<file path="config.mk">
export PLATFORM = sky130hd
export DESIGN_NAME = sar_edge_ctrl
export DESIGN_NICKNAME = d
export VERILOG_FILES = /design/src/rtl/sarc_pkg.sv /design/src/rtl/sarc_sync.sv /design/src/rtl/sarc_sar.sv /design/src/rtl/sarc_outbus.sv /design/src/rtl/sar_edge_ctrl.sv
export SDC_FILE = /design/constraint.sdc
export NUM_CORES = 1
export LEC_CHECK = 0
export BUFFER_PORTS_ARGS = -buffer_cell sky130_fd_sc_hd__buf_2
export CORE_ASPECT_RATIO = 1.5
export CORE_MARGIN = 1.5
export CORE_UTILIZATION = 45
export CTS_CLUSTER_SIZE = 10
export DETAILED_ROUTE_END_ITERATION = 6
export PLACE_DENSITY_LB_ADDON = 0.12
export SLEW_MARGIN = 20
export SYNTH_ARGS = -nofsm -noshare
export SYNTH_HDL_FRONTEND = slang
export SYNTH_SLANG_ARGS = --single-unit
</file>
<file path="constraint.sdc">
create_clock -name clk -period 1.5 [get_ports clk]
set_clock_uncertainty 0.2 [all_clocks]
set_input_delay 0.3 -clock clk [delete_from_list [all_inputs] [get_ports clk]]
set_output_delay 0.3 -clock clk [all_outputs]
set_load 0.05 [all_outputs]
</file>
<file path="src/rtl/sarc_pkg.sv">
package sarc_pkg;

  // Sequencer states of the converter control
  typedef enum logic [2:0] {
    ST_IDLE = 3'd0,   // after reset, reference off
    ST_ACQ  = 3'd1,   // sampling window open
    ST_CONV = 3'd2,   // bit search running
    ST_STBY = 3'd3,   // done, reference kept on
    ST_SHDN = 3'd4    // done, reference switched off
  } sarc_state_e;

  // Meaning of the stored power choice
  localparam logic PWR_STANDBY  = 1'b0;
  localparam logic PWR_SHUTDOWN = 1'b1;

endpackage

</file>
<file path="src/rtl/sarc_sync.sv">
module sarc_sync #(
  parameter int   STAGES  = 2,
  parameter logic RST_VAL = 1'b1
) (
  input  logic clk,
  input  logic rst,
  input  logic d,
  output logic q
);
  logic [STAGES-1:0] chain_q;

  always_ff @(posedge clk) begin
    if (rst) chain_q <= {STAGES{RST_VAL}};
    else     chain_q <= {chain_q[STAGES-2:0], d};
  end

  assign q = chain_q[STAGES-1];
endmodule

</file>
<file path="src/rtl/sarc_sar.sv">
module sarc_sar #(
  parameter int RES = 16
) (
  input  logic           clk,
  input  logic           rst,
  input  logic           start,
  input  logic           cmp_in,
  output logic [RES-1:0] trial,
  output logic [RES-1:0] result,
  output logic           done
);
  localparam logic [RES-1:0] TOP_BIT = {1'b1, {(RES-1){1'b0}}};

  logic [RES-1:0] code_q, mask_q, result_q, step_code;
  logic           busy_q, done_q;

  // Keep the bit under test when the input is at or above the trial,
  // then raise the next lower bit as the new trial.
  always_comb begin
    step_code = cmp_in ? code_q : (code_q & ~mask_q);
    step_code = step_code | (mask_q >> 1);
  end

  always_ff @(posedge clk) begin
    if (rst) begin
      code_q   <= '0;
      mask_q   <= '0;
      result_q <= '0;
      busy_q   <= 1'b0;
      done_q   <= 1'b0;
    end else begin
      done_q <= 1'b0;
      if (start) begin
        code_q <= TOP_BIT;
        mask_q <= TOP_BIT;
        busy_q <= 1'b1;
      end else if (busy_q) begin
        code_q <= step_code;
        mask_q <= mask_q >> 1;
        if (mask_q[0]) begin
          busy_q   <= 1'b0;
          done_q   <= 1'b1;
          result_q <= step_code;
        end
      end
    end
  end

  assign trial  = code_q;
  assign result = result_q;
  assign done   = done_q;
endmodule

</file>
<file path="src/rtl/sarc_outbus.sv">
module sarc_outbus #(
  parameter int RES       = 16,
  parameter bit BYTE_MODE = 1'b0,
  parameter int OUT_W     = BYTE_MODE ? RES / 2 : RES
) (
  input  logic             clk,
  input  logic             rst,
  input  logic             load,
  input  logic             drop,
  input  logic             byte_hi,
  input  logic [RES-1:0]   result,
  output logic [OUT_W-1:0] dq_drv,
  output logic             dq_oe
);
  logic [OUT_W-1:0] sel_data, drv_q;
  logic             oe_q;

  generate
    if (BYTE_MODE) begin : g_byte
      assign sel_data = byte_hi ? result[RES-1 -: OUT_W] : result[OUT_W-1:0];
    end else begin : g_wide
      logic unused_sel;
      assign unused_sel = byte_hi;
      assign sel_data   = result;
    end
  endgenerate

  always_ff @(posedge clk) begin
    if (rst) begin
      drv_q <= '0;
      oe_q  <= 1'b0;
    end else begin
      drv_q <= sel_data;
      if (load)      oe_q <= 1'b1;
      else if (drop) oe_q <= 1'b0;
    end
  end

  assign dq_drv = drv_q;
  assign dq_oe  = oe_q;
endmodule

</file>
<file path="src/rtl/sar_edge_ctrl.sv">
module sar_edge_ctrl
  import sarc_pkg::*;
#(
  parameter int RES         = 16,
  parameter bit BYTE_MODE   = 1'b0,
  parameter int SYNC_STAGES = 2,
  parameter int OUT_W       = BYTE_MODE ? RES / 2 : RES
) (
  input  logic             clk,
  input  logic             rst,
  input  logic             cs_n,
  input  logic             rd_cnv,
  input  logic             byte_hi,
  input  logic             cmp_in,
  output logic             ref_en,
  output logic             track,
  output logic [RES-1:0]   dac_code,
  output logic             eoc_n,
  output logic [OUT_W-1:0] dq_drv,
  output logic             dq_oe,
  output logic             wake_pend
);
  // Host lines, synchronised
  logic cs_s, rd_s, cs_prev_q, cs_fell, cs_rose;

  sarc_sync #(.STAGES(SYNC_STAGES), .RST_VAL(1'b1)) u_cs_sync (
    .clk(clk), .rst(rst), .d(cs_n), .q(cs_s));
  sarc_sync #(.STAGES(SYNC_STAGES), .RST_VAL(1'b0)) u_rd_sync (
    .clk(clk), .rst(rst), .d(rd_cnv), .q(rd_s));

  always_ff @(posedge clk) begin
    if (rst) cs_prev_q <= 1'b1;
    else     cs_prev_q <= cs_s;
  end
  assign cs_fell = cs_prev_q & ~cs_s;
  assign cs_rose = ~cs_prev_q & cs_s;

  // Sequencer
  sarc_state_e   state_q, state_d;
  logic          mode_q, eoc_n_q, rd_act_q, wake_q, ref_q, trk_q;
  logic          acq_go, conv_go, read_go, read_end, sar_done;
  logic [RES-1:0] sar_result;

  always_comb begin
    state_d = state_q;
    acq_go  = 1'b0;
    conv_go = 1'b0;
    read_go = 1'b0;
    unique case (state_q)
      ST_IDLE, ST_STBY, ST_SHDN: begin
        if (cs_fell) begin
          if (!rd_s) begin
            state_d = ST_ACQ;
            acq_go  = 1'b1;
          end else if (!eoc_n_q) begin
            read_go = 1'b1;
          end
        end
      end
      ST_ACQ: begin
        if (cs_fell) begin
          state_d = ST_CONV;
          conv_go = 1'b1;
        end
      end
      ST_CONV: begin
        if (sar_done) state_d = (mode_q == PWR_SHUTDOWN) ? ST_SHDN : ST_STBY;
      end
      default: state_d = ST_IDLE;
    endcase
  end

  assign read_end = cs_rose & rd_act_q;

  always_ff @(posedge clk) begin
    if (rst) begin
      state_q  <= ST_IDLE;
      mode_q   <= PWR_STANDBY;
      eoc_n_q  <= 1'b1;
      rd_act_q <= 1'b0;
      wake_q   <= 1'b0;
      ref_q    <= 1'b0;
      trk_q    <= 1'b0;
    end else begin
      state_q <= state_d;
      ref_q   <= (state_d == ST_ACQ) || (state_d == ST_CONV) || (state_d == ST_STBY);
      trk_q   <= (state_d == ST_ACQ);
      if (conv_go) mode_q <= rd_s;
      if (acq_go) begin
        eoc_n_q  <= 1'b1;
        rd_act_q <= 1'b0;
        if (state_q == ST_SHDN) wake_q <= 1'b1;
      end
      if (read_go) rd_act_q <= 1'b1;
      if ((state_q == ST_CONV) && sar_done) begin
        eoc_n_q <= 1'b0;
        wake_q  <= 1'b0;
      end
      if (read_end) begin
        eoc_n_q  <= 1'b1;
        rd_act_q <= 1'b0;
      end
    end
  end

  sarc_sar #(.RES(RES)) u_sar (
    .clk(clk), .rst(rst), .start(conv_go), .cmp_in(cmp_in),
    .trial(dac_code), .result(sar_result), .done(sar_done));

  sarc_outbus #(.RES(RES), .BYTE_MODE(BYTE_MODE), .OUT_W(OUT_W)) u_bus (
    .clk(clk), .rst(rst), .load(read_go), .drop(read_end | acq_go),
    .byte_hi(byte_hi), .result(sar_result), .dq_drv(dq_drv), .dq_oe(dq_oe));

  assign ref_en    = ref_q;
  assign track     = trk_q;
  assign eoc_n     = eoc_n_q;
  assign wake_pend = wake_q;
endmodule

</file>
## Yosys cells after proc, flatten, opt, wreduce, memory -nomap -nowiden

Cells that the tools add are included.
Widths: inputs -> output; s select.

- Register bits after elaboration: 81
- Input port bits: 6
- Logic and storage cells: 82

- Equal/unequal tests: 7
- Mux-type cells: 30
- Bitwise operators: 11
- Reductions and logical operators: 15

Operators by type and width:

| kind | count |
|---|---|
| $mux 16 | 5 |
| $mux 1 | 19 |
| $and 16x16->16 | 1 |
| $not 16->16 | 1 |
| $or 16x15->16 | 1 |
| $mux 3 | 5 |
| $eq 3x2->1 const B | 4 |
| $pmux 3 s3 | 1 |
| $reduce_bool 2->1 | 4 |
| $eq 3x1->1 const B | 2 |
| $reduce_or 2->1 | 3 |
| $reduce_or 3->1 | 2 |
| $not 1->1 | 4 |
| $and 1x1->1 | 3 |
| $eq 3x3->1 const B | 1 |
| $logic_not 3->1 | 1 |
| $reduce_and 3->1 | 1 |
| $logic_or 1x1->1 | 2 |
| $reduce_and 2->1 | 1 |
| $logic_and 1x1->1 | 1 |
| $or 1x1->1 | 1 |

## Depth between registers and ports, before layout

Gate-level depths: netlist (run 1).

- Word-level depth: 7
- Depth in mapped cells: 7
- Depth with buffers taken out: 4

## By module

A second synthesis (run 1) with hierarchy kept.

- Cells, all modules: 318
- Area total of the unflattened synthesis: 3,214.3 µm²

By module, submodules not included:

| module | instances | cells an instance | area each (µm²) |
|---|---|---|---|
| sarc_sar | 1 | 218 | 2,105.8 |
| sar_edge_ctrl | 1 | 55 | 509.2 |
| sarc_outbus | 1 | 37 | 494.2 |
| sarc_sync | 2 | 4 | 52.6 |

## Worst setup path before layout (run 1)

Ideal clock, no wire load.

- Path type: reg-to-reg
- From: register state_q[1]
- To: register u_sar.result_q[12], in the netlist u_sar.result[12]
- Setup time: 0.075 ns
- Arrival: 1.299 ns
- Path slack: -0.074 ns
- Stages on the path, launching flop included: 7
- Buffers on the path: 2
- Period minus slack after synthesis: 1.574 ns
- Cells stage by stage: dfxtp_1 nor3b_4 nand3_4 and3_4 buf_6 buf_12 a22oi_2

- Cells in the longest elaborated chain, start to end: 4

RTL lines:

| element | RTL line | source |
|---|---|---|
| start, declared | sar_edge_ctrl.sv:39 | `sarc_state_e state_q, state_d;` |
| start signal, assigned | sar_edge_ctrl.sv:85 | `state_q <= state_d;` |
| $eq 3x1->1 | sar_edge_ctrl.sv:49 | `unique case (state_q)` |
| $mux 1 | sar_edge_ctrl.sv:49 |  |
| $not 1->1 (no line) | n/a |  |
| $reduce_and 3->1 (no line) | n/a |  |
| end signal, assigned | sarc_sar.sv:43 | `result_q <= step_code;` |
| end, declared | sarc_sar.sv:14 | `logic [RES-1:0] code_q, mask_q, result_q, step_code;` |

Every way passes these cells.
A chain may end at the register's enable or synchronous reset.

## Final worst setup path (run 1)

- From: register state_q[1]
- To: register u_sar.result_q[15], in the netlist u_sar.result[15]

The elaborated chain is that of the path after synthesis.

==> impl_metrics.tcl, run 1 <==
set metrics [dict create \
    status "finished with violations" \
    violations "negative setup slack" \
    synth_largest_area_cell "dfxtp_1" \
    dp.cells 446 \
    design.core.area_mm2 0.006531 \
    clk_pin_slew_ps 80 \
    overflow 0 \
    rows 36 \
    setup_ws_ps -28.68 \
    drt-vias-per-instance 4.936 \
    drc 0 \
    die_w_um 70.21 \
    boundaryPins 43 \
    grt_pass1_wl_mm 10.32 \
    synth_nets 332 \
    finalNonFillerCells 471 \
    cts_htree_levels 3 \
    clk_path_buf_depth 2 \
    antenna_found_initial 0 \
    cap_viol_max_count 0 \
    cp.arrival_ps 1600 \
    synth.avg_cell_area_um2 9.353 \
    die-area_mm2 0.007289 \
    p_leak_nw 1.656 \
    reg2reg_to "u_sar.result[15]" \
    start_kind "flip-flop" \
    synth_top_area_share_pct 53.18 \
    drive_gt1_share_pct 29.62 \
    rrSetupSlack_ps -30 \
    initial_core_util_pct 46.69 \
    synth_seq_cells 81 \
    ff2ff_path_depth 4 \
    n_antenna_cell 0 \
    cts_sinks 81 \
    final_common_cell "dfxtp_1" \
    crit_end "u_sar.result[15]" \
    ys_seq_area_share_pct 53.18 \
    pwr_density_cell_mw_per_mm2 1070 \
    cp_slowest_cell "dfxtp_2" \
    timing.final.crit_share_pct 101.9 \
    finalHoldViolations 0 \
    synthTopCellsByArea "dfxtp_1, nand2b_1, a21oi_1" \
    critical_path_required_ps 1570 \
    dieHeight_um 103.8 \
    wire_per_inst_um 12.62 \
    place_congestion 0.8308 \
    num-nets-final 396 \
    critPathMaxStageDelay_ps 370 \
    r2r_start "state_q[1]" \
    fin_crit_ps 1529 \
    fmax_mhz 654.2 \
    yosys_warnings 0 \
    syn_to_final_growth_pct 25.69 \
    synth.distinct_cells 41 \
    syn-cell-area_mm2 0.003049 \
    cp.depth 4 \
    grt_pass1_vias 2282 \
    mostFrequentLayoutCells "dfxtp_1, nand2_1, a21oi_1" \
    worst_slew_pin_slew_ps 359.5 \
    cp_max_fo 16 \
    path_buf_inv 0 \
    dp.final_hpwl_mm 3.984 \
    clk_latency_ps 350 \
    cp-end-kind "flip-flop" \
    grt_max_degree 22 \
    route.vias.total 2325 \
    drtIter0Drc 64 \
    grtUsageTotal_pct 17.73 \
    crit_family "simple AND/OR/NAND/NOR gates" \
    startpoint "state_q[1]" \
    cts_tree "built" \
    cp_cell_sequence "nor3b_4 -> nand3_4 -> and3_4 -> o32ai_1" \
    final_antenna_net_count 0 \
    finalSetupViolations 21 \
    worstSetupPathType "flip-flop to flip-flop" \
    cts_buffers 9 \
    drt-total-wl_mm 5.946 \
    hp-class "primary input to flip-flop" \
    relSlewSlack_pct 75.98 \
    cts_root_buffer "clkbuf_8" \
    holdWs_ps 87.32 \
    grt_setup_unrepaired "true" \
    finalMaxSlewViolations 0 \
    ir_drop_mv 0.6335 \
    dr.pass1.iters 4 \
    io_buffers 41 \
    power_mw 4.102 \
    synth_cells 326 \
]
cell type report:
cell class              count  area (µm²)
clock buffers              12       155.1
repair buffers             69       500.5
well taps                  76       95.09
multi-input cells         205        1286
flip-flops and latches     81        1630
clock inverters             4       75.07
inverters                  24       90.09
fillers                   590        2699
cells in the mapped netlist, drive strengths merged:
cell / number
dfxtp: 81
nand2: 51
a21oi: 50
nand2b: 44
inv: 24
a22oi: 13
clkbuf: 10
buf: 6
nor2b: 6
nor2: 5
o21ai: 5
or2: 4
or2b: 3
a21boi: 2
a32oi: 2
nand3: 2
nand4b: 2
nor3: 2
nor3b: 2
a31oi: 1
and3: 1
and3b: 1
mux2i: 1
nand3b: 1
nor4bb: 1
o22ai: 1
o31a: 1
o31ai: 1
o32ai: 1
or3: 1
or3b: 1
worst reg2reg max path, stage by stage (launching register included):
cell     delay [ps]
dfxtp_2         370
nor3b_4         240
nand3_4         140
and3_4          260
o32ai_1         230
report_power, final:
| part | switching (mW) | internal [mW] | leakage, nW |
|---|---|---|---|
| Combinational | 0.0743 | 0.0695 | 0.893 |
| Clock | 0.762 | 1.03 | 0.109 |
| Sequential | 0.00898 | 2.16 | 0.654 |
| Total | 0.846 | 3.26 | 1.66 |
layer usage:
metal | routed length (µm) | up-vias | GRT usage, %
met5 | 0 | - | 0
li1 | - | 1208 | -
met3 | 162 | 14 | 3.016
met2 | 2928 | 52 | 28.84
met1 | 2676 | 1051 | 21.06
met4 | 178 | 0 | 11.95
flip-flops by register name (all words and copies together), names as in the netlist:
| name | flops |
|---|---|
| u_bus.dq_drv | 16 |
| u_sar.busy_q | 1 |
| mode_q | 1 |
| state_q | 3 |
| eoc_n | 1 |
| cs_prev_q | 1 |
| ref_en | 1 |
| u_bus.dq_oe | 1 |
| u_sar.mask_q | 16 |
| track | 1 |
| u_sar.trial | 16 |
| u_rd_sync.chain_q | 2 |
| u_cs_sync.chain_q | 2 |
| u_sar.done | 1 |
| rd_act_q | 1 |
| u_sar.result | 16 |
| wake_pend | 1 |
worst min-delay path by stage:
stage                         startpoint                    to  slack, ps  cells past startpoint
finish                               rst             wake_pend         90                      2
global route                         rst             wake_pend         80                      2
CTS                                  rst             wake_pend         40                      2
detailed placement      u_sar.result[15]      u_bus.dq_drv[15]        230                      2
global placement        u_sar.result[15]      u_bus.dq_drv[15]        230                      2
floorplan           u_cs_sync.chain_q[0]  u_cs_sync.chain_q[1]        190                      1
cells by family (layout without fill, tap and decap cells):
group                  after synthesis  count (layout)  share of synthesized area (%)
DFF                                 81              81                          53.18
muxes                                1               1                         0.3283
and+or+nand+nor                    127             127                          23.68
AOI/OAI and AO/OA                   77              77                          16.29
buffers and inverters               40             109                          6.525
stage by stage:
stage	area, µm²	TNS (ps)	worst slack, ps	util, %
detailed placement	3410	-2136	-139.2	52.20
CTS	3735	-468.3	-30.33	57.18
finish	3832	-415.5	-28.68	58.68
global route	3832	-3738	-124.5	58.68
global placement	3410	-1038	-102.8	52.20
floorplan	3050	-294.0	-35.95	-
repair_timing:
action / in CTS / in global routing
buffers inserted: 4 / 3
setup endpoints to repair: 57 / 65
endpoints found under the hold margin: 2 / 0
pin swaps: 2 / 2
hold buffers: 2 / 0
gates resized for setup: 12 / 23
Power figures use the tool's default switching activity.
==> run 2, diff against run 1 <==
CORE_ASPECT_RATIO = 0.75   (was 1.5)
==> run 2 against run 1 <==
Effect of this change:
- the run still ends with negative setup slack left
- global-route usage is 0.64 points lower
- sequential share of layout area up 0.76 points
- critical path depth is 1 higher
- wire length rose by 0.52%
==> impl_metrics.tcl, run 2 (synthesized netlist as in run 1, its figures left out) <==
set metrics [dict create \
    status "finished with violations" \
    violations "negative setup slack" \
    critPathMaxStageDelay_ps 370 \
    reg2reg_to "u_sar.trial[12]" \
    drtIter0Drc 76 \
    dr.pass1.iters 4 \
    placed_area_mm2 0.003408 \
    fin_area_mm2 0.003774 \
    setup_ws_ps -34.41 \
    worst_slew_pin_slew_ps 437.2 \
    switchingPower_mw 0.8329 \
    fin_crit_ps 1534 \
    overflow 0 \
    drive_gt1_share_pct 28.32 \
    fmax_mhz 651.7 \
    design.core.area_mm2 0.006412 \
    start_kind "flip-flop" \
    grt_max_degree 22 \
    cts_root_buffer "clkbuf_8" \
    r2r_start "state_q[1]" \
    internal-power_mw 2.992 \
    ff2ff_path_depth 5 \
    grt_setup_unrepaired "true" \
    mostFrequentLayoutCells "dfxtp_1, nand2_1, a21oi_1" \
    dieHeight_um 74.29 \
    clk_pin_slew_ps 80 \
    p_clk_share_pct 39.7 \
    drc 0 \
    finalNonFillerCells 473 \
    ir_drop_mv 0.6359 \
    critical_path_required_ps 1530 \
    top_usage_layer "met2" \
    n_antenna_cell 0 \
    drt-vias-per-instance 4.975 \
    route.vias.total 2353 \
    switching_share_pct 21.77 \
    io_buffers 41 \
    cp-end-kind "flip-flop" \
    grt_use_met3_pct 6.391 \
    hold_path_startpoint "rst" \
    p_seq_share_pct 56.6 \
    dp.final_hpwl_mm 3.883 \
    die-area_mm2 0.007284 \
    grt_pass1_vias 2064 \
    clk_latency_ps 350 \
    cp_cell_sequence "nor3b_4 -> nand3_4 -> or2b_4 -> buf_12 -> a21oi_1" \
    use_met1_pct 22.33 \
    rows 25 \
    cts_sinks 81 \
    p_leak_nw 1.631 \
    cts_tree "built" \
    pwr_density_cell_mw_per_mm2 1014 \
    cap_viol_max_count 0 \
    combPwrFrac_pct 3.7 \
    cp_slowest_cell "dfxtp_4" \
    tns_ps -341.5 \
    hp-class "primary input to flip-flop" \
    relSlewSlack_pct 70.79 \
    power_mw 3.825 \
    drt-total-wl_mm 5.977 \
    rrSetupSlack_ps -30 \
    timing.final.crit_share_pct 102.3 \
    met2_usage_pct 26.36 \
    num-nets-final 393 \
    initial_core_util_pct 47.55 \
    dp.cells 450 \
    syn_to_final_growth_pct 23.76 \
    finalHoldViolations 0 \
    grt_pass1_wl_mm 9.646 \
    grtUsageTotal_pct 17.09 \
    final_common_cell "dfxtp_1" \
    cp_max_fo 18 \
    antenna_found_initial 0 \
    die_w_um 98.05 \
    boundaryPins 43 \
    wire_per_inst_um 12.64 \
    final_antenna_net_count 0 \
    cp.arrival_ps 1570 \
    worstSetupPathType "flip-flop to flip-flop" \
    finalMaxSlewViolations 0 \
    cts_htree_levels 3 \
    hold_depth 2 \
    finalSetupViolations 21 \
    place_congestion 0.8391 \
    cts_buffers 9 \
    min_to "u_sar.busy_q" \
    clk_path_buf_depth 2 \
]
run 2: how the worst max path moves through the flow:
| stage | cells after the start | end | from | slack (ps) |
|---|---|---|---|---|
| 3_5_place_dp | 4 | track | u_cs_sync.chain_q[1] | -80 |
| 6_report | 5 | u_sar.trial[12] | state_q[1] | -30 |
| 4_1_cts | 5 | u_sar.trial[12] | state_q[1] | -40 |
| 3_3_place_gp | 4 | track | u_cs_sync.chain_q[1] | -80 |
| 2_1_floorplan | 6 | u_sar.result[12] | state_q[1] | -40 |
| 5_1_grt | 5 | u_sar.trial[14] | u_cs_sync.chain_q[1] | -90 |
run 2: power groups by stage:
stage | Sequential, mW | Clock [mW] | Combinational, mW
after CTS | 2.17 | 1.56 | 0.134
after global placement | 2.22 | 0 | 0.126
after floorplan | 2.23 | 0 | 0.0639
after global routing | 2.17 | 1.65 | 0.154
final | 2.17 | 1.52 | 0.143
after detailed placement | 2.22 | 0 | 0.126
run 2: timing repair:
item / in CTS / in global routing
setup buffers: 3 / 1
hold buffers: 2 / 0
resized for setup: 11 / 25
pin swaps: 1 / 3
hold endpoints to repair: 2 / 0
cloned: 1 / 0
endpoints found under the setup margin: 56 / 60
run 2: per-stage QoR:
stage / utilization, % / hold WS [ps] / setup WS, ps
after CTS: 57.40 / 41.27 / -39.93
after global routing: 58.85 / 72.51 / -92.17
final: 58.85 / 42.61 / -34.41
after floorplan: - / 189.5 / -35.95
after global placement: 53.15 / 191.8 / -83.56
after detailed placement: 53.15 / 195.4 / -82.90
run 2: per-layer routing:
layer	vias to the layer above	share of wire [%]
met5	-	0
met4	0	0.92
met3	5	5.1
met2	58	44
met1	1096	50
li1	1194	-
run 2: area by class of cell:
type | count | area [µm²]
Tap cell | 81 | 101.3
Clock buffer | 11 | 131.4
Clock inverter | 5 | 56.30
Fill cell | 567 | 2639
Timing Repair Buffer | 65 | 474.2
Inverter | 24 | 90.09
Multi-Input combinational cell | 206 | 1286
Sequential cell | 81 | 1634
run 2: worst max-delay path, delay by kind of cell, from the launching register on:
kind	cells	cell delay, ps
and+or+nand+nor	3	640
buffers and inverters	1	150
AOI/OAI and AO/OA	1	50
DFF	1	370
